$ cat src/rtl/blk_inval_pkg.sv
package blk_inval_pkg;

    typedef enum logic [2:0] {
        S_IDLE   = 3'd0,
        S_XLATE  = 3'd1,
        S_LOOKUP = 3'd2,
        S_UPDATE = 3'd3,
        S_BCAST  = 3'd4,
        S_DONE   = 3'd5
    } seq_state_e;

    localparam logic [1:0] LS_INV   = 2'b00;
    localparam logic [1:0] LS_CLEAN = 2'b01;
    localparam logic [1:0] LS_DIRTY = 2'b10;

    localparam logic [1:0] CAUSE_NONE  = 2'b00;
    localparam logic [1:0] CAUSE_RANGE = 2'b01;
    localparam logic [1:0] CAUSE_PAGE  = 2'b10;

endpackage

$ cat src/rtl/blk_inval_prot.sv
module blk_inval_prot
    import blk_inval_pkg::*;
(
    input  logic       xlat_direct,
    input  logic       rng_hit,
    input  logic       rng_wr_ok,
    input  logic       pg_hit,
    input  logic       pg_wr_ok,
    output logic       noop,
    output logic       fault,
    output logic [1:0] cause
);
    logic rng_viol;
    logic pg_viol;

    // Store permission rule applied to each translation source.
    always_comb begin
        rng_viol = rng_hit && !rng_wr_ok;
        pg_viol  = pg_hit && !pg_wr_ok;
        noop     = xlat_direct;
        fault    = !xlat_direct && (rng_viol || pg_viol);
        if (rng_viol)
            cause = CAUSE_RANGE;
        else if (pg_viol)
            cause = CAUSE_PAGE;
        else
            cause = CAUSE_NONE;
    end

endmodule

$ cat src/rtl/blk_inval_fsm.sv
module blk_inval_fsm
    import blk_inval_pkg::*;
#(
    parameter int EA_W  = 32,
    parameter int OFF_W = 5,
    parameter int IDX_W = 7,
    parameter int WAY_W = 3
) (
    input  logic             clk,
    input  logic             rst_n,
    input  logic             cmd_valid,
    output logic             cmd_ready,
    input  logic [EA_W-1:0]  cmd_ea,
    input  logic             cfg_bcast_en,
    output logic             xlat_req,
    output logic [EA_W-1:0]  xlat_ea,
    input  logic             xlat_rsp_valid,
    input  logic             prot_noop,
    input  logic             prot_fault,
    input  logic [1:0]       prot_cause,
    output logic             tag_rd_en,
    output logic [IDX_W-1:0] tag_rd_idx,
    input  logic             tag_rd_valid,
    input  logic             tag_rd_match,
    input  logic [WAY_W-1:0] tag_rd_way,
    input  logic [1:0]       tag_rd_state,
    output logic             lw_en,
    output logic [IDX_W-1:0] lw_idx,
    output logic [WAY_W-1:0] lw_way,
    output logic [1:0]       lw_state,
    output logic             bc_req,
    output logic [EA_W-1:0]  bc_ea,
    input  logic             bc_ack,
    output logic             done,
    output logic             exc_valid,
    output logic [1:0]       exc_cause
);

    typedef struct packed {
        seq_state_e       st;
        logic [EA_W-1:0]  ea;
        logic             exc;
        logic [1:0]       cause;
        logic [WAY_W-1:0] way;
    } seq_regs_t;

    seq_regs_t r_q, r_d;
    logic      line_hit;

    always_comb begin
        line_hit = tag_rd_match && (tag_rd_state != LS_INV);
        r_d      = r_q;
        case (r_q.st)
            S_IDLE: begin
                if (cmd_valid) begin
                    r_d.st    = S_XLATE;
                    r_d.ea    = cmd_ea;
                    r_d.exc   = 1'b0;
                    r_d.cause = CAUSE_NONE;
                    r_d.way   = '0;
                end
            end
            S_XLATE: begin
                if (xlat_rsp_valid) begin
                    if (prot_noop) begin
                        r_d.st = S_DONE;
                    end else if (prot_fault) begin
                        r_d.st    = S_DONE;
                        r_d.exc   = 1'b1;
                        r_d.cause = prot_cause;
                    end else begin
                        r_d.st = S_LOOKUP;
                    end
                end
            end
            S_LOOKUP: begin
                if (tag_rd_valid) begin
                    if (line_hit) begin
                        r_d.way = tag_rd_way;
                        r_d.st  = S_UPDATE;
                    end else begin
                        r_d.st = cfg_bcast_en ? S_BCAST : S_DONE;
                    end
                end
            end
            S_UPDATE: r_d.st = cfg_bcast_en ? S_BCAST : S_DONE;
            S_BCAST:  if (bc_ack) r_d.st = S_DONE;
            S_DONE:   r_d.st = S_IDLE;
            default:  r_d.st = S_IDLE;
        endcase
    end

    always_ff @(posedge clk) begin
        if (!rst_n) begin
            r_q.st    <= S_IDLE;
            r_q.ea    <= '0;
            r_q.exc   <= 1'b0;
            r_q.cause <= CAUSE_NONE;
            r_q.way   <= '0;
        end else begin
            r_q <= r_d;
        end
    end

    always_comb begin
        cmd_ready  = (r_q.st == S_IDLE);
        xlat_req   = (r_q.st == S_XLATE);
        xlat_ea    = r_q.ea;
        tag_rd_en  = (r_q.st == S_LOOKUP);
        tag_rd_idx = r_q.ea[OFF_W +: IDX_W];
        lw_en      = (r_q.st == S_UPDATE);
        lw_idx     = r_q.ea[OFF_W +: IDX_W];
        lw_way     = r_q.way;
        lw_state   = LS_INV;
        bc_req     = (r_q.st == S_BCAST);
        bc_ea      = r_q.ea;
        done       = (r_q.st == S_DONE);
        exc_valid  = done && r_q.exc;
        exc_cause  = done ? r_q.cause : CAUSE_NONE;
    end


    idle_quiet_chk: assert property (@(posedge clk) disable iff (!rst_n)
        cmd_ready |-> !xlat_req && !tag_rd_en && !lw_en && !bc_req && !done);


    lookup_after_xlate_chk: assert property (@(posedge clk) disable iff (!rst_n)
        $rose(tag_rd_en) |-> $past(xlat_req) && $past(xlat_rsp_valid));


    exc_cause_onehot_chk: assert property (@(posedge clk) disable iff (!rst_n)
        exc_valid |-> done && $countones(exc_cause) == 1);


    line_write_pulse_chk: assert property (@(posedge clk) disable iff (!rst_n)
        lw_en |=> !lw_en);


    bcast_hold_chk: assert property (@(posedge clk) disable iff (!rst_n)
        bc_req && !bc_ack |=> bc_req && $stable(bc_ea));


    done_pulse_chk: assert property (@(posedge clk) disable iff (!rst_n)
        done |=> !done && cmd_ready);

endmodule

$ cat src/rtl/blk_inval_ctrl.sv
module blk_inval_ctrl
    import blk_inval_pkg::*;
#(
    parameter int EA_W       = 32,
    parameter int LINE_BYTES = 32,
    parameter int SETS       = 128,
    parameter int WAYS       = 8,
    localparam int OFF_W     = $clog2(LINE_BYTES),
    localparam int IDX_W     = $clog2(SETS),
    localparam int WAY_W     = (WAYS > 1) ? $clog2(WAYS) : 1
) (
    input  logic             clk,
    input  logic             rst_n,
    input  logic             cmd_valid,
    output logic             cmd_ready,
    input  logic [EA_W-1:0]  cmd_ea,
    input  logic             cfg_bcast_en,
    output logic             xlat_req,
    output logic [EA_W-1:0]  xlat_ea,
    input  logic             xlat_rsp_valid,
    input  logic             xlat_direct,
    input  logic             rng_hit,
    input  logic             rng_wr_ok,
    input  logic             pg_hit,
    input  logic             pg_wr_ok,
    output logic             tag_rd_en,
    output logic [IDX_W-1:0] tag_rd_idx,
    input  logic             tag_rd_valid,
    input  logic             tag_rd_match,
    input  logic [WAY_W-1:0] tag_rd_way,
    input  logic [1:0]       tag_rd_state,
    output logic             lw_en,
    output logic [IDX_W-1:0] lw_idx,
    output logic [WAY_W-1:0] lw_way,
    output logic [1:0]       lw_state,
    output logic             bc_req,
    output logic [EA_W-1:0]  bc_ea,
    input  logic             bc_ack,
    output logic             done,
    output logic             exc_valid,
    output logic [1:0]       exc_cause
);

    logic       p_noop;
    logic       p_fault;
    logic [1:0] p_cause;

    blk_inval_prot u_prot (
        .xlat_direct (xlat_direct),
        .rng_hit     (rng_hit),
        .rng_wr_ok   (rng_wr_ok),
        .pg_hit      (pg_hit),
        .pg_wr_ok    (pg_wr_ok),
        .noop        (p_noop),
        .fault       (p_fault),
        .cause       (p_cause)
    );

    blk_inval_fsm #(
        .EA_W  (EA_W),
        .OFF_W (OFF_W),
        .IDX_W (IDX_W),
        .WAY_W (WAY_W)
    ) u_fsm (
        .clk            (clk),
        .rst_n          (rst_n),
        .cmd_valid      (cmd_valid),
        .cmd_ready      (cmd_ready),
        .cmd_ea         (cmd_ea),
        .cfg_bcast_en   (cfg_bcast_en),
        .xlat_req       (xlat_req),
        .xlat_ea        (xlat_ea),
        .xlat_rsp_valid (xlat_rsp_valid),
        .prot_noop      (p_noop),
        .prot_fault     (p_fault),
        .prot_cause     (p_cause),
        .tag_rd_en      (tag_rd_en),
        .tag_rd_idx     (tag_rd_idx),
        .tag_rd_valid   (tag_rd_valid),
        .tag_rd_match   (tag_rd_match),
        .tag_rd_way     (tag_rd_way),
        .tag_rd_state   (tag_rd_state),
        .lw_en          (lw_en),
        .lw_idx         (lw_idx),
        .lw_way         (lw_way),
        .lw_state       (lw_state),
        .bc_req         (bc_req),
        .bc_ea          (bc_ea),
        .bc_ack         (bc_ack),
        .done           (done),
        .exc_valid      (exc_valid),
        .exc_cause      (exc_cause)
    );


    fault_has_cause_chk: assert property (@(posedge clk) disable iff (!rst_n)
        xlat_req && xlat_rsp_valid && p_fault |-> p_cause != 2'b00);

endmodule

$ cat config.mk
export PLATFORM = sky130hd
export DESIGN_NAME = blk_inval_ctrl
export DESIGN_NICKNAME = d
export VERILOG_FILES = /design/src/rtl/blk_inval_pkg.sv /design/src/rtl/blk_inval_prot.sv /design/src/rtl/blk_inval_fsm.sv /design/src/rtl/blk_inval_ctrl.sv
export SDC_FILE = /design/constraint.sdc
export NUM_CORES = 1
export LEC_CHECK = 0
export BUFFER_PORTS_ARGS = -buffer_cell sky130_fd_sc_hd__buf_2
export CAP_MARGIN = 40
export CORE_UTILIZATION = 25
export DETAILED_ROUTE_END_ITERATION = 10
export HOLD_SLACK_MARGIN = 0.06
export PLACE_DENSITY_LB_ADDON = 0.1
export RECOVER_POWER = 25
export SETUP_SLACK_MARGIN = 0.5
export SYNTH_ARGS = -nofsm -noshare
export SYNTH_HDL_FRONTEND = slang
export SYNTH_SLANG_ARGS = --single-unit
$ cat constraint.sdc
create_clock -name clk -period 2.2 [get_ports clk]
set_clock_uncertainty 0.05 [all_clocks]
set_input_delay 0.44 -clock clk [delete_from_list [all_inputs] [get_ports clk]]
set_output_delay 0.44 -clock clk [all_outputs]
set_load 0.1 [all_outputs]
---- After elaboration in Yosys (flattened, before gate mapping) ----
Cells that the tools add are included.
word-level totals
  register bits after elaboration ......... 41
  input bits .............................. 50
  output and inout bits ................... 92
  word-level logic and storage cells ...... 53
cells by class
  eq/ne operators ......................... 12
  muxes and demuxes ....................... 19
  reduce and logical (&&, ||, !) cells .... 17
operators with widths
  operator                                              number
  2-to-1 mux 41 bit                                     1
  2-to-1 mux 3 bit                                      11
  case mux 3 bit (5 select lines)                       1
  case mux 3 bit (2 select lines)                       2
  != test 2 x 1 -> 1 bit (second input constant)        5
  AND reduction 4 bit                                   2
  equality test 3 x 2 -> 1 bit (second input constant)  2
  equality test 3 bit (second input constant)           2
  2-to-1 mux 2 bit                                      3
  nonzero test 2 bit                                    3
  logical AND 1 bit                                     5
  AND reduction 5 bit                                   1
  != test 2 bit (second input constant)                 2
  equality test 3 x 1 -> 1 bit (second input constant)  1
  zero test 1 bit                                       3
  zero test 3 bit                                       1
  AND reduction 2 bit                                   1
  logical OR 1 bit                                      1
  2-to-1 mux 1 bit                                      1

---- Depth between registers and ports, before layout ----
  word-level depth ........................ 8
  depth in mapped cells ................... 7
  mapped depth without buffers ............ 4

---- Cells and area by module ----
From an unflattened synthesis, not the netlist that was laid out.
second synthesis, totals
  cells, all modules ...................... 302
  area total of the unflattened synthesis .. 2,476.1 µm²
modules (own cells, without submodules)
  module          times used  cells each  area an instance (µm²)  sequential area each (µm²)
  blk_inval_fsm   1           295         2,414.8                 820.8
  blk_inval_prot  1           7           61.3                    0.0

---- Least setup slack after synthesis ----
Ideal clock, no wire load.
  path kind ............................... reg2out
  from .................................... reg u_fsm.r_q[40] (netlist name)
  to ...................................... out bc_req
  data arrival time ....................... 2.733 ns
  data required time ...................... 1.710 ns
  setup slack ............................. -1.023 ns
  stages on the path, launching flop included .. 4
  path buffers ............................ 1
  cells stage by stage .................... dfxtp_1 > buf_2 > inv_1 > nor3_1
between the ends
  word-level cells in the longest chain between the ends .. 1
ends and longest elaborated chain
  what                    line                  RTL
  from (decl)             blk_inval_fsm.sv:47   seq_regs_t r_q, r_d;
  from (signal assigned)  blk_inval_fsm.sv:101  r_q <= r_d;
  equality test 3 bit     blk_inval_fsm.sv:115  bc_req = (r_q.st == S_BCAST);
  to (decl)               blk_inval_ctrl.sv:36  output logic bc_req,
Every way passes these cells.

---- Worst setup path after layout ----
  from .................................... reg u_fsm.r_q[38] (netlist name)
  to ...................................... reg u_fsm.r_q[3] (netlist name)
between the ends
  word-level cells in the longest chain between the ends .. 3
  elaborated cells on any way between the ends .. 9
  classes of those cells .................. 5 x eq/ne; 1 x mux; 3 x reduce/logical
ends and longest elaborated chain
  what                                                             line                 RTL
  equality test 3 x 1 -> 1 bit or zero test 3 bit (tied branches)  blk_inval_fsm.sv:53  case (r_q.st)
  != test 2 x 1 -> 1 bit (no source line) (tied with other cells)  -
  AND reduction 5 bit (no source line)                             -
Parallel ways exist; a longest one is shown, timed or not.
A chain may end at the register's enable or synchronous reset.

==> flow_summary.html <==
<table>
<tr><th>Metric</th><th>Value</th></tr>
<tr><th colspan="2">Timing</th></tr>
<tr><td>Total count of hold-check failures in the final report</td><td>0</td></tr>
<tr><td>Count of final setup violators</td><td>0</td></tr>
<tr><td>Worst-case headroom to the max-slew limit</td><td>0.625</td></tr>
<tr><td>Max Slew Vio Count</td><td>0</td></tr>
<tr><td>F_max</td><td>539 MHz</td></tr>
<tr><td>Final period util</td><td>0.843</td></tr>
<tr><td>Fin Hold WS</td><td>328 ps</td></tr>
<tr><td>Worst Max-Slew Pin Slew</td><td>around 560 ps</td></tr>
<tr><td>Final TNS setup</td><td>0 ps</td></tr>
<tr><td>Setup repair after global routing missed its margin</td><td>yes</td></tr>
<tr><td>Final worst path period need</td><td>1850 ps</td></tr>
<tr><th colspan="2">Detailed routing</th></tr>
<tr><td>Total detailed-routing wirelength</td><td>5680 um</td></tr>
<tr><td>Remaining number of nets flagged by the antenna check after routing</td><td>0</td></tr>
<tr><td>Wire per inst</td><td>11.5 um</td></tr>
<tr><td>Drt first pass iters</td><td>4</td></tr>
<tr><td>DRC</td><td>0</td></tr>
<tr><td>Routed vias</td><td>1,992</td></tr>
<tr><td>Iteration-0 DRC count of the detailed router</td><td>27</td></tr>
<tr><td>Vias/cell</td><td>roughly 4</td></tr>
<tr><th colspan="2">Power and ir drop</th></tr>
<tr><td>Power per unit of standard cell area</td><td>~860 nW/um^2</td></tr>
<tr><td>Share of total power in combinational logic</td><td>0.474</td></tr>
<tr><td>Fraction of power spent switching nets</td><td>0.505</td></tr>
<tr><td>Worst VDD drop</td><td>between 0.2 and 0.3 mV</td></tr>
<tr><td>Internal Power</td><td>1.30 mW</td></tr>
<tr><td>Part of the power in registers</td><td>0.316</td></tr>
<tr><td>Power share of the clock group</td><td>0.210</td></tr>
<tr><td>P_leak</td><td>between 1 and 1.5 nW</td></tr>
<tr><td>NetSw</td><td>1.32 mW</td></tr>
<tr><th colspan="2">Placed design</th></tr>
<tr><td>HPWL after detailed placement</td><td>4050 um</td></tr>
<tr><td>Routability congestion estimate from global placement</td><td>0.768</td></tr>
<tr><td>Port Buf Inserts</td><td>roughly 140</td></tr>
<tr><th colspan="2">Clocking</th></tr>
<tr><td>Sinks on Clock Net</td><td>41</td></tr>
<tr><td>Clock tree from TritonCTS</td><td>built</td></tr>
<tr><td>Worst-path clk slew</td><td>approximately 80 ps</td></tr>
<tr><td>Clock Root Buffer</td><td>sky130_fd_sc_hd__clkbuf_8</td></tr>
<tr><td>Number of buffers added by the clock tree synthesis step</td><td>5</td></tr>
<tr><td>Number of buffers on the longest clock path</td><td>2</td></tr>
<tr><td>H-tree depth</td><td>2</td></tr>
<tr><td>Latest clock arrival within the worst-skew pair</td><td>290 ps</td></tr>
<tr><th colspan="2">Logic synthesis</th></tr>
<tr><td>Cell Area, Synth</td><td>2410 um^2</td></tr>
<tr><td>Number of library cell types mapped by synthesis</td><td>35</td></tr>
<tr><td>Synthesized flop and latch total</td><td>41</td></tr>
<tr><td>Leading register cell type out of synthesis</td><td>sky130_fd_sc_hd__dfxtp_1</td></tr>
<tr><td>Average cell area after synthesis</td><td>8.14 um^2</td></tr>
<tr><td>Async set-reset flop share out of synthesis</td><td>0</td></tr>
<tr><td>Ys Warns</td><td>0</td></tr>
<tr><td>Portion of the post-synthesis area used by sequential elements</td><td>0.341</td></tr>
<tr><td>Number of flops mapped to enable cells by yosys</td><td>0</td></tr>
<tr><td>Gate Count Post-Synth</td><td>296</td></tr>
<tr><th colspan="2">Floorplanning</th></tr>
<tr><td>IO Count</td><td>142</td></tr>
<tr><td>Die span in y</td><td>100 um</td></tr>
<tr><td>Row count</td><td>35</td></tr>
<tr><td>Die Span X</td><td>100 um</td></tr>
<tr><td>Core ar.</td><td>9280 um^2</td></tr>
<tr><td>Overall die area</td><td>10,000 um^2</td></tr>
<tr><td>Effective utilization at floorplan</td><td>0.259</td></tr>
<tr><th colspan="2">Global route</th></tr>
<tr><td>Maximum number of pins on one net before global-route repair</td><td>27</td></tr>
<tr><td>Total track usage</td><td>0.112</td></tr>
<tr><td>Aggregate global routing overflow</td><td>0</td></tr>
<tr><td>Via count of the first global-routing pass</td><td>approximately 1,800</td></tr>
<tr><td>First-pass GRT wire length</td><td>8760 um</td></tr>
<tr><td>Initial antenna violation count</td><td>0</td></tr>
<tr><th colspan="2">Critical path</th></tr>
<tr><td>Critical Path Start Type</td><td>flip-flop</td></tr>
<tr><td>Required @ worst endpoint</td><td>2330 ps</td></tr>
<tr><td>Data arrival, critical path</td><td>1990 ps</td></tr>
<tr><td>Critical path class</td><td>flip-flop to flip-flop</td></tr>
<tr><td>Crit path max fanout</td><td>24</td></tr>
<tr><td>CP endpoint kind</td><td>flip-flop</td></tr>
<tr><td>Worst reg2reg setup slack</td><td>350 ps</td></tr>
<tr><th colspan="2">Layout</th></tr>
<tr><td>Fraction of final layout cells with drive strength greater than 1</td><td>0.499</td></tr>
<tr><td>Leading cell types in the layout, fill and taps excluded</td><td>sky130_fd_sc_hd__buf_2 (108), sky130_fd_sc_hd__nand2_1 (70), sky130_fd_sc_hd__dfxtp_1 (38)</td></tr>
<tr><td>P&amp;R area growth vs syn</td><td>26.1%</td></tr>
<tr><td>Leading cell type in the layout, fill and taps excluded</td><td>sky130_fd_sc_hd__buf_2</td></tr>
<tr><td>Nets</td><td>414</td></tr>
<tr><td>Fill cell count</td><td>1,046</td></tr>
<tr><td>Antenna diodes</td><td>0</td></tr>
<tr><th colspan="2">Status</th></tr>
<tr><td>Status</td><td>finished clean</td></tr>
<tr><th colspan="2">Hold path</th></tr>
<tr><td>Path category of the worst min-delay check</td><td>input port to flip-flop</td></tr>
<tr><th colspan="2">Job</th></tr>
<tr><td>Max-cap violation count</td><td>0</td></tr>
</table>
[metrics by stage]
step                worst slack, ps  power [mW]  std cells  instance area [um^2]  utilization
finish                          346        2.62        494                  3040        0.327
global route                    202        2.75        494                  3040        0.327
CTS                             417        2.66        490                  3010        0.324
detailed placement              438        2.05        474                  2750        0.296
global placement                459        2.05        474                  2750        0.296
floorplan                     -33.5        2.00        297                  2460            -
[critical path, cell delays in order, from the launching register on]
cell,delay (ps)
sky130_fd_sc_hd__dfxtp_4,370
sky130_fd_sc_hd__buf_8,130
sky130_fd_sc_hd__nor3_4,220
sky130_fd_sc_hd__buf_4,170
sky130_fd_sc_hd__nand2_4,120
sky130_fd_sc_hd__clkbuf_2,400
sky130_fd_sc_hd__nand4_1,220
sky130_fd_sc_hd__nand2_1,60
[cell type report]
cell class | count | area (um^2) | area share
clock buffers | 7 | 96.3 | 0.0317
multi-input cells | 155 | 937 | 0.309
well taps | 129 | 161 | 0.0532
flip-flops and latches | 41 | 830 | 0.273
repair buffers | 158 | 993 | 0.327
clock inverters | 1 | 5.00 | 0.00165
inverters | 3 | 13.8 | 0.00453
[cell families after synthesis]
group	Yosys count	synth area share
other cells	1	0.00156
flops	41	0.341
mux	3	0.0125
simple gates	97	0.186
buf+inv	101	0.297
compound gates	53	0.163
[power by group through the flow]
stage / combinational (mW) / sequential [mW] / clock (mW)
2_1_floorplan: 1.16 / 0.841 / 0
3_3_place_gp: 1.21 / 0.845 / 0
3_5_place_dp: 1.20 / 0.848 / 0
4_1_cts: 1.25 / 0.828 / 0.587
5_1_grt: 1.29 / 0.837 / 0.618
6_report: 1.24 / 0.827 / 0.551
[flip-flops by register name (all words and copies together), names as in the netlist]
| register | flops |
|---|---|
| u_fsm.r_q | 6 |
| u_fsm.lw_way | 3 |
| u_fsm.bc_ea | 32 |
[metal layers]
metal	vias up	wire length (um)	global-route usage
met5	-	0	0
met4	0	92	0.0401
met3	9	356	0.0251
met2	93	2480	0.180
met1	878	2750	0.148
li1	1012	-	-
[worst paths after layout]
path,from,cells after the start,endpoint
max reg2reg,u_fsm.r_q[38],7,u_fsm.r_q[3]
max,u_fsm.r_q[38],7,u_fsm.r_q[3]
min,cmd_ea[18],3,u_fsm.bc_ea[18]
min reg2reg,u_fsm.r_q[5],2,u_fsm.r_q[5]
[synthesized netlist by cell type (2+ instances only)]
cell | instances | area share
sky130_fd_sc_hd__and3_1 | 4 | 0.010
sky130_fd_sc_hd__nor3_1 | 2 | 0.0042
sky130_fd_sc_hd__dfxtp_1 | 41 | 0.34
sky130_fd_sc_hd__a21boi_1 | 34 | 0.11
sky130_fd_sc_hd__clkbuf_1 | 7 | 0.011
sky130_fd_sc_hd__a21oi_1 | 3 | 0.0062
sky130_fd_sc_hd__mux2i_1 | 3 | 0.012
sky130_fd_sc_hd__nor2b_1 | 5 | 0.013
sky130_fd_sc_hd__buf_2 | 4 | 0.0083
sky130_fd_sc_hd__a31oi_1 | 3 | 0.0078
sky130_fd_sc_hd__nand2_1 | 71 | 0.11
sky130_fd_sc_hd__nand4_1 | 2 | 0.0052
sky130_fd_sc_hd__and2_1 | 2 | 0.0052
sky130_fd_sc_hd__o21ai_0 | 3 | 0.0062
sky130_fd_sc_hd__o21a_1 | 2 | 0.0062
sky130_fd_sc_hd__inv_1 | 3 | 0.0047
sky130_fd_sc_hd__nand3_1 | 4 | 0.0083
sky130_fd_sc_hd__buf_4 | 86 | 0.27
[repair_timing]
action	4_1_cts	5_1_grt
setup buffers	8	4
hold buffers	0	0
pin swaps	8	6
hold endpoints to repair	0	0
gates resized for setup	25	4
endpoints found under the setup margin	12	13
Power figures use the tool's default switching activity.
